===== src/rtl/rxw_pkg.sv =====
package rxw_pkg;
  localparam int REG_AW = 2;
  localparam logic [REG_AW-1:0] ADR_DATA = 2'd0;
  localparam logic [REG_AW-1:0] ADR_STAT = 2'd1;
  localparam logic [REG_AW-1:0] ADR_CTRL = 2'd2;
  localparam logic [REG_AW-1:0] ADR_THR  = 2'd3;
  localparam int ST_TOUT  = 0;
  localparam int ST_OVR   = 1;
  localparam int ST_EMPTY = 2;
  localparam int ST_FULL  = 3;
endpackage


===== src/rtl/rxw_fifo.sv =====
module rxw_fifo #(
  parameter int DATA_W = 8,
  parameter int DEPTH  = 8,
  localparam int AW    = $clog2(DEPTH),
  localparam int LVL_W = AW + 1
) (
  input  logic              clk,
  input  logic              rst,
  input  logic              push,
  input  logic [DATA_W-1:0] push_data,
  input  logic              pop,
  output logic [DATA_W-1:0] pop_data,
  output logic              push_ok,
  output logic              pop_ok,
  output logic              empty,
  output logic              full,
  output logic [LVL_W-1:0]  level
);
  logic [DATA_W-1:0] mem [DEPTH];
  logic [AW-1:0]     wp, rp;

  assign empty   = (level == '0);
  assign full    = (level == LVL_W'(DEPTH));
  assign push_ok = push && !full;
  assign pop_ok  = pop && !empty;
  assign pop_data = mem[rp];

  // storage without reset so a RAM primitive can be inferred
  always_ff @(posedge clk) begin
    if (push_ok) mem[wp] <= push_data;
  end

  always_ff @(posedge clk) begin
    if (rst) begin
      wp    <= '0;
      rp    <= '0;
      level <= '0;
    end else begin
      if (push_ok) wp <= wp + AW'(1);
      if (pop_ok)  rp <= rp + AW'(1);
      case ({push_ok, pop_ok})
        2'b10:   level <= level + LVL_W'(1);
        2'b01:   level <= level - LVL_W'(1);
        default: level <= level;
      endcase
    end
  end
endmodule


===== src/rtl/rxw_idle_timer.sv =====
module rxw_idle_timer #(
  parameter int THR_W = 16
) (
  input  logic             clk,
  input  logic             rst,
  input  logic [THR_W-1:0] thr,
  input  logic             restart,
  input  logic             empty,
  output logic [THR_W-1:0] cnt,
  output logic             hit
);
  logic enabled;
  logic below;

  assign enabled = (thr != '0);
  assign below   = (cnt < thr);
  // pulse on the step that lands the counter on the threshold
  assign hit = enabled && !restart && !empty && below &&
               ((cnt + THR_W'(1)) == thr);

  always_ff @(posedge clk) begin
    if (rst)                  cnt <= '0;
    else if (!enabled)        cnt <= '0;
    else if (restart)         cnt <= '0;
    else if (empty || !below) cnt <= cnt;
    else                      cnt <= cnt + THR_W'(1);
  end
endmodule


===== src/rtl/rx_idle_watch.sv =====
module rx_idle_watch #(
  parameter int DATA_W = 8,
  parameter int DEPTH  = 8,
  parameter int THR_W  = 16,
  parameter int BUS_W  = 32,
  localparam int LVL_W = $clog2(DEPTH) + 1
) (
  input  logic              clk,
  input  logic              rst,
  input  logic              push_valid,
  input  logic [DATA_W-1:0] push_data,
  input  logic              reg_wr,
  input  logic              reg_rd,
  input  logic [1:0]        reg_addr,
  input  logic [BUS_W-1:0]  reg_wdata,
  output logic [BUS_W-1:0]  reg_rdata,
  output logic              irq
);
  import rxw_pkg::*;

  logic              pop_req, push_ok, pop_ok, empty, full;
  logic [DATA_W-1:0] pop_data;
  logic [LVL_W-1:0]  level;
  logic [THR_W-1:0]  thr_q, cnt;
  logic              hit, tout_q, ovr_q, ie_q;
  logic              tout_d, ovr_d, ie_d;
  logic              stat_we, ctrl_we, thr_we;

  assign pop_req = reg_rd && (reg_addr == ADR_DATA);
  assign stat_we = reg_wr && (reg_addr == ADR_STAT);
  assign ctrl_we = reg_wr && (reg_addr == ADR_CTRL);
  assign thr_we  = reg_wr && (reg_addr == ADR_THR);

  rxw_fifo #(.DATA_W(DATA_W), .DEPTH(DEPTH)) u_fifo (
    .clk(clk), .rst(rst),
    .push(push_valid), .push_data(push_data),
    .pop(pop_req), .pop_data(pop_data),
    .push_ok(push_ok), .pop_ok(pop_ok),
    .empty(empty), .full(full), .level(level)
  );

  rxw_idle_timer #(.THR_W(THR_W)) u_timer (
    .clk(clk), .rst(rst), .thr(thr_q),
    .restart(push_ok || pop_ok), .empty(empty),
    .cnt(cnt), .hit(hit)
  );

  always_comb begin
    tout_d = (tout_q && !(stat_we && reg_wdata[ST_TOUT])) || hit;
    ovr_d  = (ovr_q  && !(stat_we && reg_wdata[ST_OVR]))  || (push_valid && !push_ok);
    ie_d   = ctrl_we ? reg_wdata[0] : ie_q;
  end

  always_ff @(posedge clk) begin
    if (rst) begin
      tout_q <= 1'b0;
      ovr_q  <= 1'b0;
      ie_q   <= 1'b0;
      thr_q  <= '0;
      irq    <= 1'b0;
    end else begin
      tout_q <= tout_d;
      ovr_q  <= ovr_d;
      ie_q   <= ie_d;
      irq    <= tout_d && ie_d;
      if (thr_we) thr_q <= reg_wdata[THR_W-1:0];
    end
  end

  always_ff @(posedge clk) begin
    if (rst) begin
      reg_rdata <= '0;
    end else if (reg_rd) begin
      reg_rdata <= '0;
      case (reg_addr)
        ADR_DATA: reg_rdata <= empty ? '0 : BUS_W'(pop_data);
        ADR_STAT: begin
          reg_rdata[ST_TOUT]  <= tout_q;
          reg_rdata[ST_OVR]   <= ovr_q;
          reg_rdata[ST_EMPTY] <= empty;
          reg_rdata[ST_FULL]  <= full;
        end
        ADR_CTRL: reg_rdata[0] <= ie_q;
        default:  reg_rdata <= BUS_W'(thr_q);
      endcase
    end
  end
endmodule


===== config.mk =====
export PLATFORM = sky130hd
export DESIGN_NAME = rx_idle_watch
export DESIGN_NICKNAME = d
export VERILOG_FILES = /design/src/rtl/rxw_pkg.sv /design/src/rtl/rxw_fifo.sv /design/src/rtl/rxw_idle_timer.sv /design/src/rtl/rx_idle_watch.sv
export SDC_FILE = /design/constraint.sdc
export NUM_CORES = 1
export LEC_CHECK = 0
export BUFFER_PORTS_ARGS = -buffer_cell sky130_fd_sc_hd__buf_2
export CAP_MARGIN = 20
export CORE_AREA = 2 2 136 138
export CTS_BUF_LIST = sky130_fd_sc_hd__clkbuf_8 sky130_fd_sc_hd__clkbuf_16
export DETAILED_ROUTE_END_ITERATION = 12
export DIE_AREA = 0 0 138 140
export GPL_TIMING_DRIVEN = 0
export PLACE_DENSITY_LB_ADDON = 0.25
export RECOVER_POWER = 50
export SLEW_MARGIN = 10
export SYNTH_ARGS = -nofsm -noshare
export SYNTH_HDL_FRONTEND = slang
export SYNTH_SLANG_ARGS = --single-unit
export TNS_END_PERCENT = 30

===== constraint.sdc =====
create_clock -name clk -period 3 [get_ports clk]
set_input_delay 0.15 -clock clk [delete_from_list [all_inputs] [get_ports clk]]
set_output_delay 0.15 -clock clk [all_outputs]
set_load 0.01 [all_outputs]

### After elaboration in Yosys (flattened, before gate mapping)

Memory sizes are Yosys's and may differ from the RTL's. A register that Yosys moved wholly into a read port is not among the register bits.
Index checks and enable logic that the tools add are counted.

| storage, ports and cells | value |
|---|---|
| register bits | 78 |
| output and inout port bits | 33 |
| input port bits | 47 |
| word-level logic and storage cells | 68 |
| RAM bits | 64 |
| memories kept | 1 |

| operators by class | value |
|---|---|
| bitwise logic cells | 1 |
| reduce and logical (&&, ||, !) cells | 33 |
| $add $sub $neg | 5 |
| multiplexer cells | 10 |
| eq/ne operators | 7 |
| order comparisons | 1 |

Memory list:

| name | depth | width | read ports | clocked after Yosys merged registers in | wr ports | RTL line | text |
|---|---|---|---|---|---|---|---|
| u_fifo.mem | 8 | 8 | 1 | 1 | 1 | rxw_fifo.sv:19 | `logic [DATA_W-1:0] mem [DEPTH];` |

Operators with widths:

| kind | count |
|---|---|
| 12-bit one-hot mux with 2 select lines | 1 |
| 16-bit by 1-bit adder with 16-bit output (second input constant) | 1 |
| 16-bit == test | 1 |
| 1-bit logical AND | 16 |
| 16-bit < comparator | 1 |
| 16-bit nonzero test | 1 |
| 3-bit one-hot mux with 3 select lines | 1 |
| 8-bit two-way mux | 1 |
| 4-bit one-hot mux with 2 select lines | 1 |
| 1-bit zero test | 7 |
| 3-bit by 1-bit adder with 3-bit output (second input constant) | 2 |
| 2-bit == test (second input constant) | 3 |
| 3-bit two-way mux | 2 |
| 4-bit by 1-bit adder with 4-bit output (second input constant) | 1 |
| 2-bit by 1-bit == test with 1-bit output (second input constant) | 2 |
| 4-bit == test (second input constant) | 1 |
| 4-bit zero test | 1 |
| 1-bit logical OR | 4 |
| 4-bit by 1-bit subtractor with 4-bit output (second input constant) | 1 |
| 1-bit two-way mux | 3 |
| 1-bit one-hot mux with 3 select lines | 1 |
| 3-bit OR reduction | 1 |
| 2-bit zero test | 1 |
| 2-bit nonzero test | 1 |
| other kinds (2) | 2 |

### Longest topological paths before layout

Gate-level depths: netlist of run 1.

| depth | value |
|---|---|
| depth after elaboration | 11 |
| depth in mapped cells | 12 |
| gate-level depth less buffers | 12 |

### Hierarchy

From an unflattened synthesis of run 1, not the netlist that was laid out.

| unflattened totals | value |
|---|---|
| cells, all modules | 540 |
| area total of the unflattened synthesis | 6206.0 µm² |

By module, submodules not included:

| module | seq. area each (µm²) | area an instance (µm²) | times used | cells each |
|---|---|---|---|---|
| rxw_fifo | 2182.1 | 3131.8 | 1 | 167 |
| rxw_idle_timer | 320.3 | 1579.0 | 1 | 203 |
| rx_idle_watch | 720.7 | 1495.2 | 1 | 170 |

### Least setup slack after synthesis of run 1

Ideal clock, no wire load.

| path | value |
|---|---|
| path kind | reg2reg |
| start point | reg u_fifo.level[0] |
| end point | reg u_fifo.level[3] |
| buffers on the path | 0 |
| data arrival time | 2.254 ns |
| cell stages (with the launch flop) | 12 |
| setup slack | 0.618 ns |
| clock period less this slack | 2.382 ns |
| data required time | 2.872 ns |
| cell sequence | dfxtp_1 nor4b_1 nor2b_1 inv_1 ha_1 ha_1 a21o_1 a21oi_1 xnor2_1 nand2_1 xor2_1 nor2_1 |

| on the way | value |
|---|---|
| word-level cells in the longest chain between the ends | 5 |

Ends and longest elaborated chain:

| item | RTL line | text |
|---|---|---|
| from (decl) | rxw_fifo.sv:17 | `output logic [LVL_W-1:0] level` |
| from (signal assigned) | rxw_fifo.sv:42 | `2'b10: level <= level + LVL_W'(1);` |
| from (signal assigned) | rxw_fifo.sv:43 | `2'b01: level <= level - LVL_W'(1);` |
| from (signal assigned) | rxw_fifo.sv:44 | `default: level <= level;` |
| 4-bit == test or 4-bit zero test (tied branches) | rxw_fifo.sv:23, rxw_fifo.sv:22 |  |
| 1-bit zero test (on tied branches) | rxw_fifo.sv:24, rxw_fifo.sv:25 |  |
| 1-bit logical AND (on tied branches) | rxw_fifo.sv:24, rxw_fifo.sv:25 |  |
| 2-bit by 1-bit == test with 1-bit output or 2-bit == test (tied branches) | rxw_fifo.sv:41 | `case ({push_ok, pop_ok})` |
| 4-bit one-hot mux with 2 select lines or 2-bit nonzero test (tied branches) | -- |  |

Several ways; a longest one is shown, not always the timed one.
A chain may end at the register's enable or synchronous reset.

### Final worst setup path of run 1

| path | value |
|---|---|
| start point | reg thr_q[8] |
| end point | reg u_timer.cnt[10] |

| on the way | value |
|---|---|
| word-level cells in the longest chain between the ends | 3 |

Ends and longest elaborated chain:

| item | RTL line | text |
|---|---|---|
| from (decl) | rx_idle_watch.sv:24 | `logic [THR_W-1:0] thr_q, cnt;` |
| from (signal assigned) | rx_idle_watch.sv:66 | `if (thr_we) thr_q <= reg_wdata[THR_W-1:0];` |
| 16-bit < comparator or 16-bit nonzero test (tied branches) | rxw_idle_timer.sv:16, rxw_idle_timer.sv:15 |  |
| 1-bit zero test or 1-bit NOT (tied branches) | -- |  |
| 1-bit logical OR or 3-bit OR reduction (tied branches) | -- |  |
| to (signal assigned) | rxw_idle_timer.sv:25 | `else if (empty \|\| !below) cnt <= cnt;` |
| to (signal assigned) | rxw_idle_timer.sv:26 | `else cnt <= cnt + THR_W'(1);` |
| to (decl) | rxw_idle_timer.sv:9 | `output logic [THR_W-1:0] cnt,` |

Several ways; a longest one is shown, not always the timed one.

==> metrics list, run 1 <==
- For the pin with the worst max-slew slack, the measured transition is between 0.9 and 1 ns.
- Combinational family with the most area after synthesis: simple AND/OR/NAND/NOR gates
- For flop-to-flop paths, the worst setup slack is 0.23 ns.
* Post-Syn Area: a little over 6000 um2
* Final Setup Violations: 0
- Number of clock sinks seen by CTS: 129
- The number of different library cells used by synthesis comes to 54.
- Once detail routing completed, the nets flagged for antenna violations numbered 0.
- Dividing total power by cell area gives a power density of between 500 and 600 nW/um2.
- VDD sags by at most around 0.00064 V.
* Complex-gate fraction of the synthesized area: 0.0803
- The core region is roughly 18,000 um2.
* Number of buffer cells added on primary ports: 47
- Detail Placement HPWL: approximately 11 mm
- The worst setup path is captured at a register.
- After detailed routing, the average wire length per cell comes to between 15 and 20 um.
- Of the cells placed in the final design, the portion with a size suffix greater than 1 is 0.163.
* WS Path Type: reg -> reg
* Number of antenna violations at the first check in global routing: 0
- Full die area: ~19,000 um2
* Num rows: 49
- For this run, global-route usage on met2 was measured as 0.277.
* WP data required: approximately 3.3 ns
- Initial cell density of the core: 0.347
- The via count of the first global-routing pass is 4,516.
- Hold Path Stages: 3
- Routability-driven placement finished with a final weighted congestion of 0.802.
- The worst register-to-register path ends at u_timer.cnt[10]$_SDFFE_PP0N_.
- Count of filler cells inserted in the layout: approximately 1,700
- Measured against the total synthesized area, the mux share comes to 0.0795.
- In this run the horizontal extent of the chip is between 100 and 150 um.
- For the worst-skew pair, the clock arrives at the later sink with an insertion delay of about 0.42 ns.
* Worst-case setup slack after placement: -0.0142 ns
- The number of antenna diodes in the final layout is 0.
- STA puts the critical path data arrival time at roughly 3.1 ns.
* Post-synthesis to final-layout area growth: 22.9%
* Hold Startpoint: push_valid
- In this run the most used layer during global routing was met2.
- DRC violations left: 0
- After clock tree synthesis, the clock-pin slew on the worst setup and hold paths is 0.06 ns.
- Post-layout util: 0.426
- STA classifies the critical path startpoint as a register.
- Number of logic stages on the critical path including buffering: 10
- Share of synthesized area occupied by flip-flops and latches: 0.522
* Achievable frequency: approximately 0.36 GHz
* Dominant delay contributor by cell family on the critical path: simple AND/OR/NAND/NOR gates
- Total setup buffers inserted after CTS: 0
- In this run the deepest clock path goes through 2 buffers.
- Nets: between 700 and 800
- On the critical path, the stage with the largest delay is an instance of sky130_fd_sc_hd__nor4_4.
- Number of instances in the synthesized netlist: 563
* Met3 usage in global routing: 0.0359
- The worst hold path terminates at ovr_q$_SDFF_PP0_.
* Overall Global Routing Usage: 0.156
* Number of synthesized flops with an enable pin: 64
* Launching point of the worst reg2reg path: thr_q[8]$_SDFFE_PP0P_
* Detail-routed via count per cell: slightly below 5
- In the finished design, the share of the clock period the worst path needs comes to 0.925.
* Number of levels the H-tree was split into: 4
- The max-slew violation total from the final report is 0.
* Global-route congestion overflow total: 0
- The final route contains around 4,400 vias.
- The top cell types in the final layout, fill and taps aside, are sky130_fd_sc_hd__dfxtp_1, sky130_fd_sc_hd__edfxtp_1, sky130_fd_sc_hd__nand2_1, sky130_fd_sc_hd__nor2_1, sky130_fd_sc_hd__clkbuf_1.
- Crit-path most repeated cell: sky130_fd_sc_hd__a21oi_1
- The first detailed-routing pass took 5 iterations.
- The final number of hold-violating endpoints is 0.
* Status: completed
- The number of buffers and inverters on the critical path is 2.
- Root cell of the clock tree: sky130_fd_sc_hd__clkbuf_16
- Entering global routing, the biggest net connects 17 pins.
- In the global route stage, met1 resource usage came out at 0.187.
- Slew headroom: 0.366
- Registers take 3220 um2.
* Maximum clock skew at final layout: 0.00623 ns
- Number of storage elements in the synthesis netlist: ~130
* Number of cells on the worst reg-to-reg path: 10
- Main flop type after synthesis: sky130_fd_sc_hd__dfxtp_1
* Die height: roughly 140 um
- Worst path cell trace: clkbuf_1, inv_1, ha_1, a21o_1, nand3_1, a21oi_1, nor4_4, nand2_2, or3_1, a21oi_1
- The tightest min-delay check is of the in -> reg type.
* Slowest cell delay on critical path: approximately 0.66 ns
* Crit path setup slack, layout: 0.226 ns
- Max Cap Violations: 0
- Wire length of the first global-routing pass: about 24 mm
- A synthesized cell averages 11.0 um2.
- Post-synthesis share of cell area spent on and, or, nand and nor gates: 0.157
- For this run, the number of Yosys warnings is 0.
- The worst path needs around 2.8 ns of the cycle, external delays included.
* Largest fanout on the critical path: 8
* Fraction of synthesis flops using an asynchronous set or reset pin: 0
- Pin placement for this block handled 80 I/O pins.
* Unrepaired setup endpoints after global routing: no
* Detailed router's first-iteration violation count: approximately 200
- Xor/xnor share of the synthesized area: 0.0568
- Pleak: ~2.7 nW
* Clock buffer count from CTS: 17
- Multi-input combinational cell area: around 2700 um2
* Clock tree from TritonCTS: built
- Final wirelength: roughly 15 mm
- Leading cell type in the layout, fill and taps excluded: sky130_fd_sc_hd__dfxtp_1
* Adder and majority gate portion of the synthesized area: 0.0499
-- cell usage after synthesis (4+ instances only) --
library cell	number	share of area
sky130_fd_sc_hd__buf_4	16	0.019
sky130_fd_sc_hd__ha_1	23	0.047
sky130_fd_sc_hd__mux2i_1	13	0.021
sky130_fd_sc_hd__nand2b_1	13	0.013
sky130_fd_sc_hd__dfxtp_1	65	0.21
sky130_fd_sc_hd__nor4_1	7	0.0071
sky130_fd_sc_hd__xor2_1	27	0.038
sky130_fd_sc_hd__o221ai_1	5	0.0071
sky130_fd_sc_hd__a21o_1	5	0.0061
sky130_fd_sc_hd__nand3_1	21	0.017
sky130_fd_sc_hd__nor2_1	46	0.028
sky130_fd_sc_hd__nand4_1	10	0.010
sky130_fd_sc_hd__mux4_2	16	0.058
sky130_fd_sc_hd__o211ai_1	5	0.0061
sky130_fd_sc_hd__inv_1	21	0.013
sky130_fd_sc_hd__o21ai_0	15	0.012
sky130_fd_sc_hd__clkbuf_1	19	0.012
sky130_fd_sc_hd__and3_1	5	0.0051
sky130_fd_sc_hd__nor3_1	8	0.0065
sky130_fd_sc_hd__nand2_1	52	0.032
sky130_fd_sc_hd__a21oi_1	41	0.033
sky130_fd_sc_hd__and4_1	4	0.0057
sky130_fd_sc_hd__xnor2_1	13	0.018
sky130_fd_sc_hd__edfxtp_1	64	0.31
sky130_fd_sc_hd__buf_2	7	0.0057
-- routing by layer --
layer,vias up,wire length [um],share of wire
li1,2204,-,-
met1,2121,6470,0.44
met2,89,7590,0.51
met3,15,514,0.035
met4,0,279,0.019
met5,-,0,0
-- what timing repair did --
| item | CTS | global route |
|---|---|---|
| hold buffers | 22 | 0 |
| hold endpoints to repair | 64 | 0 |
| setup endpoints to repair | 3 | 0 |
| gates resized for setup | 1 | 0 |
-- how the worst max path moves through the flow --
stage,from,end,slack (ns)
global placement,u_fifo.level[0]$_SDFFE_PP0P_,u_fifo.mem[0][5]$_DFFE_PP_,-0.1
global route,u_fifo.level[0]$_SDFFE_PP0P_,u_fifo.level[3]$_SDFFE_PP0P_,0.008
detailed placement,u_fifo.level[0]$_SDFFE_PP0P_,u_fifo.level[3]$_SDFFE_PP0P_,-0.01
finish,thr_q[8]$_SDFFE_PP0P_,u_timer.cnt[10]$_SDFFE_PP0N_,0.23
CTS,u_fifo.level[0]$_SDFFE_PP0P_,u_fifo.level[3]$_SDFFE_PP0P_,0.21
floorplan,u_fifo.level[0]$_SDFFE_PP0P_,u_fifo.level[3]$_SDFFE_PP0P_,0.62
-- stage by stage --
step | cells | setup TNS, ns | cell area (um2) | hold WS [ns] | power [mW]
detailed placement | 855 | -0.0142 | 6780 | 0.401 | 2.37
finish | 909 | 0 | 7580 | 0.0505 | 4.45
floorplan | 578 | 0 | 6230 | 0.249 | 2.23
CTS | 909 | 0 | 7610 | 0.00520 | 4.49
global placement | 854 | -0.796 | 6750 | 0.391 | 2.35
global route | 909 | 0 | 7580 | 0.0669 | 4.62
-- registers in the layout, summed over array words and instances (netlist names), named ones only --
signal / count
u_fifo.mem: 64
u_timer.cnt: 16
ie_q: 1
irq: 1
u_fifo.wp: 3
ovr_q: 1
thr_q: 16
u_fifo.rp: 3
u_fifo.level: 4
reg_rdata: 16
tout_q: 1
-- worst register-to-register path, delay by kind of cell (launching register included) --
family | cells | cell delay, ns
fa+ha+maj | 1 | 0.22
simple gates | 4 | 1.21
flops | 1 | 0.30
compound gates | 3 | 0.45
buf+inv | 2 | 0.52
-- power by group --
part	internal (mW)	switching, mW
clock	1.32	0.779
sequential	1.90	0.0404
combinational	0.178	0.234
total	3.40	1.05
-- cells by family after synthesis --
kind of cell | after synthesis
AOI/OAI and AO/OA | 83
xor gates and xnor gates | 40
adders and majority gates | 24
buffers and inverters | 68
DFF | 129
muxes | 29
other | 1
and+or+nand+nor | 189
-- cell type report --
cell class,count,share of cell area
timing repair buffer,70,0.0569
clock inverter,14,0.0216
multi-input combinational,381,0.357
inverter,21,0.0104
sequential,129,0.425
clock buffer,18,0.0579
buffer,47,0.0335
tap,229,0.0378
Power figures use the tool's default switching activity.
==> inputs of run 2 (changes only) <==
- CORE_AREA: 2 2 136 138 -> 2 2 107 109
- DIE_AREA: 0 0 138 140 -> 0 0 109 111
==> metrics list, run 2 (synthesis gave the netlist of run 1 again) <==
- The flow ran to the end, and the final reports show no timing, DRC or antenna violations.
* Launching point of the worst reg2reg path: u_fifo.level[0]$_SDFFE_PP0P_
- Std-Cell Core Area: 11,100 um2 (-38%)
- Transition time of the tightest slew-check pin: 0.930 ns (-0.0177 ns)
* Unrepaired setup endpoints after global routing: no
* Slowest stage cell on the critical path: sky130_fd_sc_hd__nor4_2
- The standard-cell row count came to 39 (-20%).
- Initial cell density of the core: 0.557 (+0.210)
* Largest Register: u_fifo.mem
- The maximum resistive drop on vdd is 0.000473 V (-26%).
- The count of buffers from port buffering is 47 (unchanged).
- The power per cell area was 577 nW/um2 (-1.8%).
- The detailed-route wire length was 14.1 mm (-4.9%).
- DRC violations left: 0 (unchanged)
- The total I/O pin count was 80 (unchanged).
- The flip-flop count of the largest register after layout is 64 (unchanged).
- Detailed router's first-iteration violation count: 297 (+46%)
* Power Total: 4.27 mW (-4.3%)
- The aggregate global-route resource usage came to 0.245 (+0.0881).
- The first-pass iteration count of the detailed router was 5 (unchanged).
- Clock latency on the worst-skew pair: 0.42 ns (about the same)
* Nets: 735 (-0.41%)
- Placed standard-cell area: 6680 um2 (-1.6%)
* Clock transition at path regs: 0.06 ns (about the same)
- The post-detailed-route via-to-cell ratio is 5.53 (+13%).
* Wire length of the first global-routing pass: 22.1 mm (-5.9%)
- STA classifies the critical path endpoint as a register.
* Final Hold Fails: 0 (unchanged)
* Root cell of the clock tree: sky130_fd_sc_hd__clkbuf_16
- The max-slew violation total from the final report was 0 (unchanged).
* WP data arrival: 3.08 ns (-0.04 ns)
* Crit path setup slack, layout: 0.206 ns (-0.0202 ns)
- Clock buffer count from CTS: 17 (unchanged)
- The peak per-stage delay on the critical path was 0.57 ns (-0.09 ns).
* Count of filler cells inserted in the layout: 830 (-52%)
* Buffer levels on the longest clock path: 2 (unchanged)
- Maximum clock skew at final layout: 0.00881 ns (+0.00259 ns)
- The endpoint required time on the critical path is 3.29 ns (-0.05 ns).
* Detail Placement HPWL: 9.67 mm (-9.4%)
- The sum of overflow across all layers after global routing came to 0 (unchanged).
- The per-cell routed wire length came to 17.2 um (+5.5%).
* Sum Neg Setup Slack: 0 ns (unchanged)
- The post-CTS setup buffer count was 0 (unchanged).
- DIE WIDTH: 109 um (-21%)
* Number of antenna violations at the first check in global routing: 0 (unchanged)
- The number of clock sinks was 129 (unchanged).
- Crit path buffers/inverters: 1 (-1)
- Dominant delay contributor by cell family on the critical path: simple AND/OR/NAND/NOR gates
- The critical path starts at u_fifo.level[0]$_SDFFE_PP0P_.
- The static power due to leakage is 2.67 nW (-2.4%).
* Final Setup Violations: 0 (unchanged)
- Largest fanout on the critical path: 5 (-3)
* Max Cap Violations: 0 (unchanged)
- Worst Setup Start Kind: register
- Placed Cells incl. Taps: 769 (-10%)
- The minimum clock period after layout was 2.79 ns (+0.0202 ns).
- WS Path Type: reg -> reg
- Final worst path period share: 0.931 (+0.00675)
- The final RePlAce weighted congestion was 0.912 (+14%).
- Worst path cell trace: nor4_2, nor3_1, nand2_1, inv_1, ha_1, ha_1, a21o_1, a21oi_1, xnor2_1, nand2_1, xor2_1, nor2_1
- The final cell count without fillers came to 820 (-9.8%).
* Worst hold slack: 0.0287 ns (-0.0218 ns)
- Number of nets still failing antenna checks after routing: 0 (unchanged)
- Fraction of final layout cells sized beyond drive strength 1: 0.164 (+0.000723)
* Top library cells by usage in the layout, fill and taps aside: sky130_fd_sc_hd__dfxtp_1, sky130_fd_sc_hd__edfxtp_1, sky130_fd_sc_hd__nand2_1, sky130_fd_sc_hd__nor2_1, sky130_fd_sc_hd__clkbuf_1
* Post-route cell area: 7390 um2 (-2.5%)
- Leaving out fill and tap cells, the most frequent cell in the layout is sky130_fd_sc_hd__dfxtp_1.
- The worst-case headroom to the max-slew limit came to 0.378 (+0.0118).
* Post-synthesis to final-layout area growth: 19.8%
- The utilization after layout was 0.667 (+0.241).
- The height of the die is 111 um (-21%).
* Class of the most critical hold timing path: in -> reg
* Antenna diode count: 0 (unchanged)
- Number of vias after detailed routing: 4,532 (+2.3%)
* Full die area: 12,100 um2 (-37%)
* Via count of the first global-routing pass: 4,491 (-0.55%)
* Maximum number of pins on one net before global-route repair: 17 (unchanged)
* Worst-case setup slack after placement: 0.172 ns (+0.186 ns)
* Hold Startpoint: push_valid
- The H-tree level count is 4 (unchanged).
* Achievable frequency: 0.358 GHz (-0.72%)
- Clock tree from TritonCTS: built
==> run 2: cell count changes in the layout (fill, tap and decap cells not counted) <==
cell / delta
sky130_fd_sc_hd__inv_8: +3
sky130_fd_sc_hd__buf_2: -1
sky130_fd_sc_hd__clkinv_2: -3
sky130_fd_sc_hd__clkinv_1: +1
sky130_fd_sc_hd__inv_6: +2
sky130_fd_sc_hd__bufinv_16: -3
sky130_fd_sc_hd__buf_1: +1
sky130_fd_sc_hd__clkinvlp_4: +5
sky130_fd_sc_hd__dlygate4sd3_1: -3
sky130_fd_sc_hd__inv_1: -2
sky130_fd_sc_hd__clkbuf_8: -1
sky130_fd_sc_hd__clkinv_4: -2
==> run 2: area by class of cell <==
| class | count | area (um2) | share of cell area |
|---|---|---|---|
| clock inverters | 15 | 126 | 0.0171 |
| plain buffers | 47 | 254 | 0.0344 |
| flip-flops and latches | 129 | 3220 | 0.436 |
| inverters | 21 | 78.8 | 0.0107 |
| multi-input cells | 381 | 2700 | 0.366 |
| repair buffers | 67 | 400 | 0.0542 |
| clock buffers | 17 | 425 | 0.0576 |
| well taps | 143 | 179 | 0.0242 |
==> run 2: per-layer routing <==
metal / vias up / GRT usage / wire [um] / part of all wire
met3: 49 / 0.0611 / 639 / 0.045
met1: 2138 / 0.289 / 5920 / 0.42
met5: - / 0 / 0 / 0
li1: 2198 / - / - / -
met4: 0 / 0.102 / 466 / 0.033
met2: 147 / 0.419 / 7100 / 0.50
==> run 2: path summary, 6_finish.rpt <==
kind              slack, ns  cells after the start                      endpoint
setup reg to reg       0.21                     12  u_fifo.level[3]$_SDFFE_PP0P_
setup / recovery       0.21                     12  u_fifo.level[3]$_SDFFE_PP0P_
hold reg to reg        0.47                      2    reg_rdata[11]$_SDFFE_PP0P_
hold / removal         0.03                      3              ovr_q$_SDFF_PP0_
==> run 2: worst register-to-register path, stage by stage (launching register included) <==
cell	delay [ns]
sky130_fd_sc_hd__dfxtp_1	0.37
sky130_fd_sc_hd__nor4_2	0.58
sky130_fd_sc_hd__nor3_1	0.12
sky130_fd_sc_hd__nand2_1	0.18
sky130_fd_sc_hd__inv_1	0.10
sky130_fd_sc_hd__ha_1	0.25
sky130_fd_sc_hd__ha_1	0.29
sky130_fd_sc_hd__a21o_1	0.17
sky130_fd_sc_hd__a21oi_1	0.16
sky130_fd_sc_hd__xnor2_1	0.13
sky130_fd_sc_hd__nand2_1	0.08
sky130_fd_sc_hd__xor2_1	0.18
sky130_fd_sc_hd__nor2_1	0.06
==> run 2: report_power, final <==
part / internal, mW / leakage [nW] / switching, mW / total [mW]
sequential: 1.90 / 1.11 / 0.0410 / 1.94
clock: 1.08 / 0.252 / 0.843 / 1.92
combinational: 0.175 / 1.31 / 0.230 / 0.405
total: 3.15 / 2.67 / 1.11 / 4.27
==> run 2: timing repair <==
item	in CTS	in global routing
endpoints found under the hold margin	47	0
endpoints found under the setup margin	0	3
hold buffers	19	0
resized for setup	0	1
